$ cat src/rtl/nand_rd_pkg.sv
package nand_rd_pkg;

  typedef enum logic [1:0] {
    ST_IDLE   = 2'd0,
    ST_BUSY   = 2'd1,
    ST_STREAM = 2'd2
  } rd_state_e;

  typedef enum logic {
    AREA_MAIN  = 1'b0,
    AREA_SPARE = 1'b1
  } rd_area_e;

  localparam logic [7:0] CMD_RD_MAIN  = 8'h00;
  localparam logic [7:0] CMD_RD_HALF  = 8'h01;
  localparam logic [7:0] CMD_RD_SPARE = 8'h50;

  // Fixed cell contents: a pure function of page and column.
  function automatic logic [7:0] cell_byte(input logic [15:0] page,
                                           input logic [15:0] col);
    return col[7:0] ^ {page[5:0], col[9:8]};
  endfunction

endpackage

$ cat src/rtl/nand_bus_sampler.sv
module nand_bus_sampler (
  input  logic       clk,
  input  logic       rst_n,
  input  logic       ce_n,
  input  logic       cle,
  input  logic       ale,
  input  logic       we_n,
  input  logic       re_n,
  input  logic [7:0] io_in,
  output logic       cmd_wr,
  output logic       addr_wr,
  output logic       re_fall,
  output logic       ce_off,
  output logic [7:0] io_q
);

  logic s_cle, s_ale, s_we, s_we_d, s_re, s_re_d, s_ce;
  logic we_rise;

  always_ff @(posedge clk or negedge rst_n) begin
    if (!rst_n) begin
      s_cle  <= 1'b0;
      s_ale  <= 1'b0;
      s_we   <= 1'b1;
      s_we_d <= 1'b1;
      s_re   <= 1'b1;
      s_re_d <= 1'b1;
      s_ce   <= 1'b1;
      io_q   <= 8'h00;
    end else begin
      s_cle  <= cle;
      s_ale  <= ale;
      s_we   <= we_n;
      s_we_d <= s_we;
      s_re   <= re_n;
      s_re_d <= s_re;
      s_ce   <= ce_n;
      io_q   <= io_in;
    end
  end

  assign we_rise = s_we & ~s_we_d & ~s_ce;
  assign cmd_wr  = we_rise & s_cle & ~s_ale;
  assign addr_wr = we_rise & s_ale & ~s_cle;
  assign re_fall = s_re_d & ~s_re;
  assign ce_off  = s_ce;

endmodule

$ cat src/rtl/nand_page_rom.sv
module nand_page_rom #(
  parameter int PAGE_AW = 5,
  parameter int COL_W   = 10
) (
  input  logic               clk,
  input  logic               rst_n,
  input  logic               rd_en,
  input  logic [PAGE_AW-1:0] rd_page,
  input  logic [COL_W-1:0]   rd_col,
  output logic [7:0]         rd_data
);
  import nand_rd_pkg::*;

  logic [7:0] data_nxt;

  assign data_nxt = cell_byte(16'(rd_page), 16'(rd_col));

  always_ff @(posedge clk or negedge rst_n) begin
    if (!rst_n) begin
      rd_data <= 8'h00;
    end else if (rd_en) begin
      rd_data <= data_nxt;
    end
  end

endmodule

$ cat src/rtl/nand_read_seq.sv
module nand_read_seq #(
  parameter int PAGE_AW     = 5,
  parameter int MAIN_BYTES  = 512,
  parameter int SPARE_BYTES = 16,
  parameter int TR_CYCLES   = 20,
  localparam int PAGE_BYTES = MAIN_BYTES + SPARE_BYTES,
  localparam int COL_W      = $clog2(PAGE_BYTES),
  localparam int SPW        = $clog2(SPARE_BYTES),
  localparam int TCW        = $clog2(TR_CYCLES + 1)
) (
  input  logic               clk,
  input  logic               rst_n,
  input  logic               cmd_wr,
  input  logic               addr_wr,
  input  logic               re_fall,
  input  logic               ce_off,
  input  logic [7:0]         io_q,
  output logic               rom_en,
  output logic [PAGE_AW-1:0] rom_page,
  output logic [COL_W-1:0]   rom_col,
  output logic               rb_n
);
  import nand_rd_pkg::*;

  localparam logic [COL_W-1:0] LAST_COL   = COL_W'(PAGE_BYTES - 1);
  localparam logic [COL_W-1:0] SPARE_BASE = COL_W'(MAIN_BYTES);
  localparam logic [COL_W-1:0] HALF_BASE  = COL_W'(MAIN_BYTES / 2);
  localparam logic [TCW-1:0]   TR_LAST    = TCW'(TR_CYCLES - 1);

  rd_state_e          state, state_nxt;
  rd_area_e           area, area_nxt;
  logic               half, half_nxt;
  logic [1:0]         acnt, acnt_nxt;
  logic [7:0]         colb, colb_nxt;
  logic [7:0]         plo, plo_nxt;
  logic [PAGE_AW-1:0] page, page_nxt;
  logic [COL_W-1:0]   col, col_nxt;
  logic [TCW-1:0]     tcnt, tcnt_nxt;
  logic [COL_W-1:0]   start_col;
  logic [COL_W-1:0]   wrap_col;

  always_comb begin
    if (area == AREA_SPARE) begin
      start_col = SPARE_BASE + COL_W'(colb[SPW-1:0]);
      wrap_col  = SPARE_BASE;
    end else begin
      start_col = (half ? HALF_BASE : '0) + COL_W'(colb);
      wrap_col  = '0;
    end
  end

  always_comb begin
    state_nxt = state;
    area_nxt  = area;
    half_nxt  = half;
    acnt_nxt  = acnt;
    colb_nxt  = colb;
    plo_nxt   = plo;
    page_nxt  = page;
    col_nxt   = col;
    tcnt_nxt  = tcnt;
    rom_en    = 1'b0;
    case (state)
      ST_BUSY: begin
        if (ce_off) begin
          state_nxt = ST_IDLE;
        end else if (tcnt == TR_LAST) begin
          state_nxt = ST_STREAM;
          tcnt_nxt  = '0;
        end else begin
          tcnt_nxt = tcnt + TCW'(1);
        end
      end
      default: begin
        if (ce_off) begin
          state_nxt = ST_IDLE;
        end else if (cmd_wr) begin
          case (io_q)
            CMD_RD_MAIN: begin
              area_nxt = AREA_MAIN; half_nxt = 1'b0;
              acnt_nxt = 2'd0; state_nxt = ST_IDLE;
            end
            CMD_RD_HALF: begin
              area_nxt = AREA_MAIN; half_nxt = 1'b1;
              acnt_nxt = 2'd0; state_nxt = ST_IDLE;
            end
            CMD_RD_SPARE: begin
              area_nxt = AREA_SPARE;
              acnt_nxt = 2'd0; state_nxt = ST_IDLE;
            end
            default: ;
          endcase
        end else if (addr_wr) begin
          case (acnt)
            2'd0: begin colb_nxt = io_q; acnt_nxt = 2'd1; end
            2'd1: begin plo_nxt = io_q; acnt_nxt = 2'd2; end
            default: begin
              page_nxt  = PAGE_AW'({io_q, plo});
              col_nxt   = start_col;
              acnt_nxt  = 2'd0;
              state_nxt = ST_BUSY;
              tcnt_nxt  = '0;
            end
          endcase
        end else if (re_fall && state == ST_STREAM) begin
          rom_en = 1'b1;
          if (col == LAST_COL) begin
            page_nxt  = page + PAGE_AW'(1);
            col_nxt   = wrap_col;
            state_nxt = ST_BUSY;
            tcnt_nxt  = '0;
          end else begin
            col_nxt = col + COL_W'(1);
          end
        end
      end
    endcase
  end

  always_ff @(posedge clk or negedge rst_n) begin
    if (!rst_n) begin
      state <= ST_IDLE;
      area  <= AREA_MAIN;
      half  <= 1'b0;
      acnt  <= 2'd0;
      colb  <= 8'h00;
      plo   <= 8'h00;
      page  <= '0;
      col   <= '0;
      tcnt  <= '0;
    end else begin
      state <= state_nxt;
      area  <= area_nxt;
      half  <= half_nxt;
      acnt  <= acnt_nxt;
      colb  <= colb_nxt;
      plo   <= plo_nxt;
      page  <= page_nxt;
      col   <= col_nxt;
      tcnt  <= tcnt_nxt;
    end
  end

  assign rom_page = page;
  assign rom_col  = col;
  assign rb_n     = (state != ST_BUSY);

endmodule

$ cat src/rtl/nand_rdptr_ctrl.sv
module nand_rdptr_ctrl #(
  parameter int PAGE_AW     = 5,
  parameter int MAIN_BYTES  = 512,
  parameter int SPARE_BYTES = 16,
  parameter int TR_CYCLES   = 20
) (
  input  logic       clk,
  input  logic       rst_n,
  input  logic       ce_n,
  input  logic       cle,
  input  logic       ale,
  input  logic       we_n,
  input  logic       re_n,
  input  logic [7:0] io_in,
  output logic [7:0] io_out,
  output logic       rb_n
);
  localparam int PAGE_BYTES = MAIN_BYTES + SPARE_BYTES;
  localparam int COL_W      = $clog2(PAGE_BYTES);

  logic               cmd_wr, addr_wr, re_fall, ce_off;
  logic [7:0]         io_q;
  logic               rom_en;
  logic [PAGE_AW-1:0] rom_page;
  logic [COL_W-1:0]   rom_col;

  nand_bus_sampler u_smp (
    .clk     (clk),
    .rst_n   (rst_n),
    .ce_n    (ce_n),
    .cle     (cle),
    .ale     (ale),
    .we_n    (we_n),
    .re_n    (re_n),
    .io_in   (io_in),
    .cmd_wr  (cmd_wr),
    .addr_wr (addr_wr),
    .re_fall (re_fall),
    .ce_off  (ce_off),
    .io_q    (io_q)
  );

  nand_read_seq #(
    .PAGE_AW     (PAGE_AW),
    .MAIN_BYTES  (MAIN_BYTES),
    .SPARE_BYTES (SPARE_BYTES),
    .TR_CYCLES   (TR_CYCLES)
  ) u_seq (
    .clk      (clk),
    .rst_n    (rst_n),
    .cmd_wr   (cmd_wr),
    .addr_wr  (addr_wr),
    .re_fall  (re_fall),
    .ce_off   (ce_off),
    .io_q     (io_q),
    .rom_en   (rom_en),
    .rom_page (rom_page),
    .rom_col  (rom_col),
    .rb_n     (rb_n)
  );

  nand_page_rom #(
    .PAGE_AW (PAGE_AW),
    .COL_W   (COL_W)
  ) u_rom (
    .clk     (clk),
    .rst_n   (rst_n),
    .rd_en   (rom_en),
    .rd_page (rom_page),
    .rd_col  (rom_col),
    .rd_data (io_out)
  );

endmodule

$ cat config.mk
export PLATFORM = sky130hd
export DESIGN_NAME = nand_rdptr_ctrl
export DESIGN_NICKNAME = d
export VERILOG_FILES = /design/src/rtl/nand_rd_pkg.sv /design/src/rtl/nand_bus_sampler.sv /design/src/rtl/nand_page_rom.sv /design/src/rtl/nand_read_seq.sv /design/src/rtl/nand_rdptr_ctrl.sv
export SDC_FILE = /design/constraint.sdc
export NUM_CORES = 1
export LEC_CHECK = 0
export BUFFER_PORTS_ARGS = -buffer_cell sky130_fd_sc_hd__buf_2
export CAP_MARGIN = 10
export CORE_MARGIN = 4
export CORE_UTILIZATION = 45
export CTS_CLUSTER_SIZE = 20
export DETAILED_ROUTE_END_ITERATION = 16
export GPL_ROUTABILITY_DRIVEN = 0
export HOLD_SLACK_MARGIN = 0.05
export PLACE_DENSITY = 0.61
export SETUP_SLACK_MARGIN = 0.05
export SLEW_MARGIN = 20
export SYNTH_ARGS = -nofsm -noshare
export SYNTH_HDL_FRONTEND = slang
export SYNTH_SLANG_ARGS = --single-unit
$ cat constraint.sdc
create_clock -name clk -period 4.87 [get_ports clk]
set_clock_uncertainty 0.15 [all_clocks]
set_input_delay 0.2435 -clock clk [delete_from_list [all_inputs] [get_ports clk]]
set_output_delay 0.2435 -clock clk [all_outputs]
set_load 0.005 [all_outputs]
# [After elaboration in Yosys (flattened, before gate mapping)]
# Cells that the tools add are included.
[totals] in_bits=15 wordCells=117 reg_bits=62
[op_classes] n_addsub=5 n_eq_ne=15 muxes=40 n_reduce_logical=24 n_bitwise=15
[ops] operator="2-to-1 mux 5 bit" n=13
[ops] operator="2-to-1 mux 10 bit" n=6
[ops] operator="AND reduction 5 bit" n=5
[ops] operator="2-to-1 mux 2 bit" n=12
[ops] operator="AND reduction 4 bit" n=3
[ops] operator="adder 10 x 1 -> 10 bit (second input constant)" n=1
[ops] operator="adder 10 x 4 -> 10 bit (first input constant)" n=1
[ops] operator="adder 10 x 8 -> 10 bit" n=1
[ops] operator="adder 5 x 1 -> 5 bit (second input constant)" n=2
[ops] operator="equality test 10 bit (second input constant)" n=1
[ops] operator="nonzero test 2 bit" n=5
[ops] operator="nonzero test 5 bit" n=2
[ops] operator="2-to-1 mux 9 bit" n=1
[ops] operator="equality test 8 x 1 -> 1 bit (second input constant)" n=1
[ops] operator="equality test 8 x 7 -> 1 bit (second input constant)" n=1
[ops] operator="zero test 8 bit" n=1
[ops] operator="bitwise XOR 8 x 7 -> 8 bit" n=1
[ops] operator="bitwise AND 1 bit" n=7
[ops] operator="inverter 1 bit" n=7
[ops] operator="!= test 3 x 2 -> 1 bit (second input constant)" n=2
[ops] operator="AND reduction 6 bit" n=1
[ops] operator="nonzero test 3 bit" n=2
[ops] operator="equality test 5 bit (second input constant)" n=1
[ops] operator="2-to-1 mux 1 bit" n=5
[ops] operator="other kinds (12)" n=17

# [Longest topological paths before layout]
# Gate-level depths: netlist of the first run.
[depth] depth_word=9 ltp_mapped=7 depth_no_buf=6

# [Cells and area by module]
# Synthesis of the first run repeated with hierarchy kept, for this count alone.
[unflattened] cells_unflattened=272 area_unflattened_um2=3040.4
[by_module_without_submodules] module="nand_read_seq" n_inst=1 area_each_um2=2254.7 cells_per_inst=222
[by_module_without_submodules] module="nand_bus_sampler" n_inst=1 area_each_um2=421.7 cells_per_inst=19
[by_module_without_submodules] module="nand_page_rom" n_inst=1 area_each_um2=364.1 cells_per_inst=31

# [Worst setup path before layout of the first run]
# No wires, ideal clock.
[synth_path] path_type="register to register" start="register u_smp.s_we" end="register u_seq.colb[0]" required_ns=4.595 stages_incl_launch_ff=6 path_slack_ns=2.747 synth_period_minus_slack_ns=2.123 arrival_ns=1.848 n_path_buf=1 setup_time_ns=0.125 cell_sequence="dfstp_2 nor3b_4 nand2_2 or4_1 buf_6 mux2_4"
[synth_between] elab_chain_cells=6 word_cells_on_any_way=8 cone_classes="bitwise: 7; reduce/logical: 1"
[synth_lines] item="start: declaration" line="nand_bus_sampler.sv:17" rtl="logic s_cle, s_ale, s_we, s_we_d, s_re, s_re_d, s_ce;"
[synth_lines] item="start signal: assignment" line="nand_bus_sampler.sv:33" rtl="s_we <= we_n;"
[synth_lines] item="bitwise AND 1 bit (*) (2 in a row)" line="nand_bus_sampler.sv:42" rtl="assign we_rise = s_we & ~s_we_d & ~s_ce;"
[synth_lines] item="bitwise AND 1 bit (2 in a row)" line="nand_bus_sampler.sv:43" rtl="assign cmd_wr = we_rise & s_cle & ~s_ale;"
[synth_lines] item="inverter 1 bit (no line)"
[synth_lines] item="AND reduction 5 bit (no line) (*)"
[synth_lines] item="end signal: assignment" line="nand_read_seq.sv:136" rtl="colb <= colb_nxt;"
[synth_lines] item="end: declaration" line="nand_read_seq.sv:34" rtl="logic [7:0] colb, colb_nxt;"
# Mark *: on every way between the ends. The rest lies on a longest branch, timed or not.
# A chain may end at the register's enable or synchronous reset.

# [Worst setup path in the final report of the first run]
[layout_path] start="register u_smp.s_we" end="register u_seq.plo[1]"
[layout_between] elab_chain_cells=6 word_cells_on_any_way=8 cone_classes="bitwise: 7; reduce/logical: 1"
[layout_lines] item="bitwise AND 1 bit (*) (2 in a row)" line="nand_bus_sampler.sv:42"
[layout_lines] item="bitwise AND 1 bit (2 in a row)" line="nand_bus_sampler.sv:43"
[layout_lines] item="inverter 1 bit (no line)"
[layout_lines] item="AND reduction 5 bit (no line) (*)"
[layout_lines] item="end signal: assignment" line="nand_read_seq.sv:137" rtl="plo <= plo_nxt;"
[layout_lines] item="end: declaration" line="nand_read_seq.sv:35" rtl="logic [7:0] plo, plo_nxt;"
# Marks and branches as above.

==> results of run 1 <==
[worst max path at each step]
stage,from,slack (ns),depth (start not counted),end
2_1_floorplan,u_smp.s_we,2.75,5,u_seq.colb[0]
3_3_place_gp,u_smp.s_we,2.28,4,u_seq.plo[0]
3_5_place_dp,u_smp.s_we,2.22,4,u_seq.plo[0]
4_1_cts,u_smp.s_we,2.19,4,u_seq.plo[0]
5_1_grt,u_smp.s_we,2.04,4,u_seq.plo[0]
6_report,u_smp.s_we,2.20,4,u_seq.plo[1]
[worst reg2reg max path, stage by stage (launching register included)]
cell and delay [ns]:
dfstp_2 0.54, nor3b_4 0.30, and2_1 0.71, nand4b_1 0.46, mux2_2 0.39
[logic make-up after synthesis]
family	share of synthesized area
flops	0.5399
xor+xnor	0.02429
mux	0.07199
compound gates	0.1600
fa+ha+maj	0.01301
simple gates	0.1609
buf+inv	0.02992
[per-stage QoR]
step | util | power (mW) | std cells
5_1_grt | 0.5696 | 1.342 | 391
2_1_floorplan | - | 0.6628 | 273
6_report | 0.5696 | 1.271 | 391
3_3_place_gp | 0.5037 | 0.7019 | 362
4_1_cts | 0.5690 | 1.286 | 391
3_5_place_dp | 0.5037 | 0.7048 | 362
[cell type report]
cell class / instances / area, µm² / share of cell area
timing repair buffer: 38 / 262.8 / 0.07611
tap: 75 / 93.84 / 0.02718
inverter: 10 / 37.54 / 0.01087
clock buffer: 12 / 165.2 / 0.04784
sequential: 62 / 1558 / 0.4512
multi-input combinational: 191 / 1245 / 0.3606
clock inverter: 3 / 90.09 / 0.02610
[metal layers]
metal,share of wire,global-route usage,vias up
met4,0.021,0.07967,0
met1,0.51,0.2592,998
met5,0,0,-
li1,-,-,1055
met3,0.041,0.04045,11
met2,0.43,0.2404,41
[repair_timing]
action                    CTS  global route
gates resized for setup     0             0
hold buffers               14             0
hold endpoints to repair   70             0
[power by group through the flow]
stage          Combinational [mW]  Sequential [mW]  Clock (mW)
4_1_cts                     0.118            0.586       0.581
6_report                    0.117            0.586       0.567
3_5_place_dp                0.110            0.595           0
3_3_place_gp                0.107            0.595           0
5_1_grt                     0.138            0.592       0.611
2_1_floorplan              0.0792            0.584           0
[cell usage after synthesis, types with 3 or more instances]
cell and number:
mux2_2 6, nor2b_1 5, nor2_1 15, nand2b_1 7, nand3_1 10, a21oi_1 16
o22ai_1 9, mux2_4 8, nand2_1 24, buf_2 3, dfstp_2 5, nor3_1 3
xnor2_1 8, clkbuf_1 5, and3_1 6, inv_1 10, ha_1 3, nor4_1 3
o21ai_0 30, dfrtp_1 57
[sequential cells by signal, summed over array words and instances, names as in the netlist, 2 cells and up]
name / count
u_seq.rom_col: 10
u_rom.rd_data: 8
u_seq.colb: 8
u_smp.io_q: 8
u_seq.plo: 5
u_seq.rom_page: 5
u_seq.tcnt: 5
u_seq.acnt: 2
u_seq.state: 2
==> run_results.csv, run 1 <==
group,metric,value,unit
die,core_area,0.006061,mm²
cts,insertion_delay,0.33,ns
cts,clk_path_buf_depth,2,
detailed_routing,wire_per_inst,15.02,µm
synth,syn_area,0.002885,mm²
sta,holdWs,0.2176,ns
detailed_routing,drtIter0Drc,169,
setup_path,worstSetupPathType,"flop to flop",
placement,dp_hpwl,3944,µm
synth,seq_area_frac_synth,0.5399,
power_and_ir_drop,p_comb_frac,0.092,
synth,synthFlopType,"dfrtp_1",
cts,postCtsSetupBuffers,0,
finish,final_common_cell,"dfrtp_1",
power_and_ir_drop,seqPwrFrac,0.461,
setup_path,critPathBufInv,0,
die,die_h,88.08,µm
sta,fmax,375.2,MHz
setup_path,worstPathCellList,"nor3b_4 -> and2_1 -> nand4b_1 -> mux2_2",
global_route,grt_pass1_wl,10210,µm
worst_hold_path,hp-start,"u_smp.s_re",
cts,root_buffer,"clkbuf_8",
placement,port_buffers,23,
setup_path,r2r_slack,2.20,ns
synth,yosys-top-cells-area,"dfrtp_1 (49%), o21ai_0 (5.2%), dfstp_2 (4.6%)",
die,die_area,0.007757,mm²
global_route,grt_max_degree,63,
power_and_ir_drop,vdd_drop_max,209.4,µV
sta,tightest_slew,0.8045,ns
detailed_routing,wirelength,5873,µm
cts,cts.sinks,62,
sta,fin_crit_sh,0.5472,
cts,cts_tree,"built",
global_route,grt_remaining_overflow,0,
synth,synth_top_area_share,0.4944,
die,std_cell_rows,28,
die,start_util,0.4761,
finish,final_cell_mix,"dfrtp_1 (57), o21ai_0 (30), nand2_1 (24)",
detailed_routing,drtPass1Iterations,4,
setup_path,rr_startpoint,"u_smp.s_we",
synth,yosysTopAreaCell,"dfrtp_1",
worst_hold_path,worstHoldPathCells,0,
sta,tns,0,ns
cts,cts_buffers,9,
power_and_ir_drop,pwr-share-clk,0.446,
power_and_ir_drop,intPower,988.9,µW
detailed_routing,num_vias,2105,
cts,h-tree-depth,3,
job,maxCapViolCount,0,
synth,synth_seq_cells,62,
setup_path,critPathLaunchType,"flop",
power_and_ir_drop,power_density,368.2,mW/mm²
synth,yosys_warnings,0,
placement,detailedPlace.worstSlack,2.218,ns
die,num_io_pins,24,
setup_path,cp_slowest_cell,"and2_1",
sta,rsz0062_at_grt,"no",
synth,syn-mean-instance-area,10.57,µm²
setup_path,max_stage_delay,0.71,ns
detailed_routing,drc,0,
finish,n_fill_cell,517,
power_and_ir_drop,p_switching,282.1,µW
detailed_routing,ant_nets,0,
finish,drive_gt1_frac,0.2057,
sta,setup_violations,0,
sta,slew_violations,0,
sta,layout_min_cycle_time,2.665,ns
worst_hold_path,hp-class,"flop to flop",
global_route,grt_usage,0.1742,
synth,syn_nets,291,
finish,n_antenna_cell,0,
placement,place_area,0.003053,mm²
global_route,antenna_found_initial,0,
setup_path,worst-r2r-cell-count,4,
finish,nets,330,
finish,area_growth,19.64,%
setup_path,critPathTopFamily,"simple AND/OR/NAND/NOR gates",
outcome,outcome,"finished clean",
synth,synthCells,273,
sta,final.setup.worst_slack,2.205,ns
setup_path,critPathCaptureType,"flop",
detailed_routing,via_per_inst,5.384,
synth,synth.distinct_cells,49,
sta,slew_headroom,0.4637,
setup_path,critical_path_arrival,2.73,ns
global_route,grt_pass1_vias,2087,
synth,async_flop_share,1.000,
power_and_ir_drop,sw_frac_of_total,0.2219,
cts,clk_pin_slew_worst_paths,0.06,ns
die,die_w,88.08,µm
finish,finalInstanceArea,0.003452,mm²
power_and_ir_drop,power_leakage,1.558,nW
worst_hold_path,whs_endpoint,"u_smp.s_re_d",
setup_path,r2r-end,"u_seq.plo[1]",
setup_path,cp.required,4.94,ns
sta,hold_violations,0,
setup_path,cp_max_fo,24,
synth,synth_edf_count,0,
(Power assumes the default switching activity.)
==> run 2: changes to the inputs <==
Settings changed: ABC_AREA from default to 1.
Clock period 4.87 ns to 2.7 ns, I/O delays scaled along.
==> run_results.csv, run 2 <==
group,metric,value,unit
die,start_util,0.4664,
placement,dp.cells,468,
placement,port_buffers,23,
synth,synthTopCellsByCount,"nand2_1 (122), dfrtp_1 (57), inv_1 (44)",
cts,cts_tree,"built",
sta,fmax,491.0,MHz
sta,fin_crit_sh,0.7543,
worst_hold_path,worstHoldPathCells,0,
die,die_area,0.008025,mm²
global_route,antenna_found_initial,0,
global_route,grt_pass1_wl,10320,µm
detailed_routing,via_per_inst,4.771,
setup_path,worstPathCellList,"inv_1 -> nor2_1 -> nand3_1 -> inv_1 -> nand2_2 -> nor2_4 -> nor2_1 -> a21oi_1",
placement,dp_hpwl,4342,µm
power_and_ir_drop,power_leakage,1.786,nW
cts,cts.sinks,62,
sta,final.setup.worst_slack,0.6634,ns
finish,final_common_cell,"nand2_1",
setup_path,cp_max_fo,16,
sta,slew_violations,0,
cts,clk_path_buf_depth,2,
synth,synthCells,372,
finish,finalInstanceArea,0.003540,mm²
detailed_routing,num_vias,2376,
sta,hold_violations,0,
die,die_h,89.59,µm
finish,nets,434,
cts,postCtsSetupBuffers,0,
setup_path,max_stage_delay,0.54,ns
synth,yosysTopAreaCell,"dfrtp_1",
worst_hold_path,hp-class,"flop to flop",
synth,seq_area_frac_synth,0.5201,
global_route,grt_pass1_vias,2164,
finish,n_antenna_cell,0,
detailed_routing,wirelength,6033,µm
setup_path,critPathCaptureType,"flop",
synth,synthFlopType,"dfrtp_1",
die,num_io_pins,24,
sta,slew_headroom,0.4982,
die,core_area,0.006422,mm²
placement,detailedPlace.worstSlack,0.6726,ns
synth,synth_compound_area_frac,0.08312,
synth,synth_edf_count,0,
die,std_cell_rows,29,
finish,largest_reg_flops,10,
detailed_routing,drtPass1Iterations,4,
sta,rsz0062_at_grt,"no",
synth,synth_mux_area_frac,0,
sta,layout_min_cycle_time,2.037,ns
finish,drive_gt1_frac,0.1496,
cts,cts_buffers,9,
setup_path,critPathLaunchType,"flop",
synth,async_flop_share,1.000,
cts,root_buffer,"clkbuf_8",
synth,yosys_warnings,0,
cts,clk_pin_slew_worst_paths,0.06,ns
finish,instances_no_fill,498,
synth,synth.distinct_cells,27,
detailed_routing,wire_per_inst,12.11,µm
setup_path,critical_path_arrival,2.14,ns
synth,syn_nets,390,
cts,insertion_delay,0.34,ns
synth,synth_most_common_cell,"nand2_1",
synth,synth_top_area_share,0.4762,
sta,tns,0,ns
job,maxCapViolCount,0,
synth,yosys-top-cells-area,"dfrtp_1 (48%), nand2_1 (15%), inv_1 (5.5%)",
power_and_ir_drop,power_density,631.1,mW/mm²
power_and_ir_drop,vdd_drop_max,421.2,µV
synth,yosys.area_share.simple,0.2723,
sta,holdWs,0.2228,ns
finish,n_fill_cell,617,
cts,h-tree-depth,3,
setup_path,cp.required,2.80,ns
synth,synth_fa_ha_area_frac,0.01253,
power_and_ir_drop,finalPower,2.234,mW
synth,synth_top_family_by_area,"simple AND/OR/NAND/NOR gates",
global_route,grt_usage,0.1709,
setup_path,worst-r2r-cell-count,8,
cts,cts_resized,0,
global_route,grt_max_degree,63,
die,die_w,89.59,µm
finish,final_cell_mix,"nand2_1 (122), dfrtp_1 (57), inv_1 (44)",
placement,place_area,0.003177,mm²
setup_path,worstSetupPathType,"flop to flop",
synth,syn-mean-instance-area,8.052,µm²
sta,tightest_slew,0.7526,ns
global_route,grt_remaining_overflow,0,
synth,syn_area,0.002995,mm²
finish,area_growth,18.17,%
sta,setup_violations,0,
synth,synth_seq_cells,62,
detailed_routing,drtIter0Drc,123,
setup_path,cp_slowest_cell,"dfstp_2",
synth,synth-xor-area-share,0.03801,
finish,fin_util,0.5511,
detailed_routing,ant_nets,0,
outcome,outcome,"finished clean",
detailed_routing,drc,0,
[run 2: cell types whose count changed in the layout (fill, tap and decap cells not counted), moves of 7 or more]
cell,delta
nand3_1,+12
inv_1,+34
o21ai_1,+11
nand2_1,+98
a21oi_1,-11
mux2_4,-8
nor2_1,+16
nand2b_1,-7
[run 2: final cells by class]
class | count | area (µm²) | area share
repair buffers | 39 | 270.3 | 0.07635
clock inverters | 6 | 85.08 | 0.02404
inverters | 47 | 176.4 | 0.04984
flip-flops and latches | 62 | 1558 | 0.4401
well taps | 77 | 96.34 | 0.02722
multi-input cells | 257 | 1216 | 0.3436
clock buffers | 10 | 137.6 | 0.03888
[run 2: cells by family after synthesis]
| logic type | Yosys count |
|---|---|
| xor gates and xnor gates | 13 |
| DFF | 62 |
| and+or+nand+nor | 192 |
| buffers and inverters | 53 |
| AOI/OAI and AO/OA | 49 |
| adders and majority gates | 3 |
[run 2: timing repair]
action | 4_1_cts | 5_1_grt
hold buffers | 14 | 0
endpoints found under the setup margin | 0 | 0
hold endpoints to repair | 70 | 0
[run 2: power breakdown]
group / total, mW / internal (mW) / switching [mW]
registers: 1.11 / 1.04 / 0.0619
logic: 0.230 / 0.0891 / 0.141
clock network: 0.899 / 0.541 / 0.358
[run 2: critical path: cells and delay by family (launching register included)]
family | cells | cell delay (ns)
buffers and inverters | 2 | 0.27
AO/OA/AOI/OAI | 1 | 0.14
AND/OR/NAND/NOR | 5 | 0.85
flip-flops | 1 | 0.54
[run 2: metal layers]
layer  global-route usage  vias to the layer above  routed length [µm]
li1                     -                     1245                   -
met1               0.2494                     1080                3144
met2               0.2414                       43                2589
met3              0.03832                        8                 213
met4              0.07713                        0                  86
met5                    0                        -                   0
[run 2: worst paths after layout]
kind | start | to | slack (ns)
min in group asynchronous | rst_n | u_rom.rd_data[0] | 0.32
min | u_smp.s_re | u_smp.s_re_d | 0.22
max | u_smp.s_we | u_seq.colb[2] | 0.66
min reg2reg | u_smp.s_re | u_smp.s_re_d | 0.22
max reg2reg | u_smp.s_we | u_seq.colb[2] | 0.66
max in group asynchronous | rst_n | u_seq.acnt[0] | 1.57
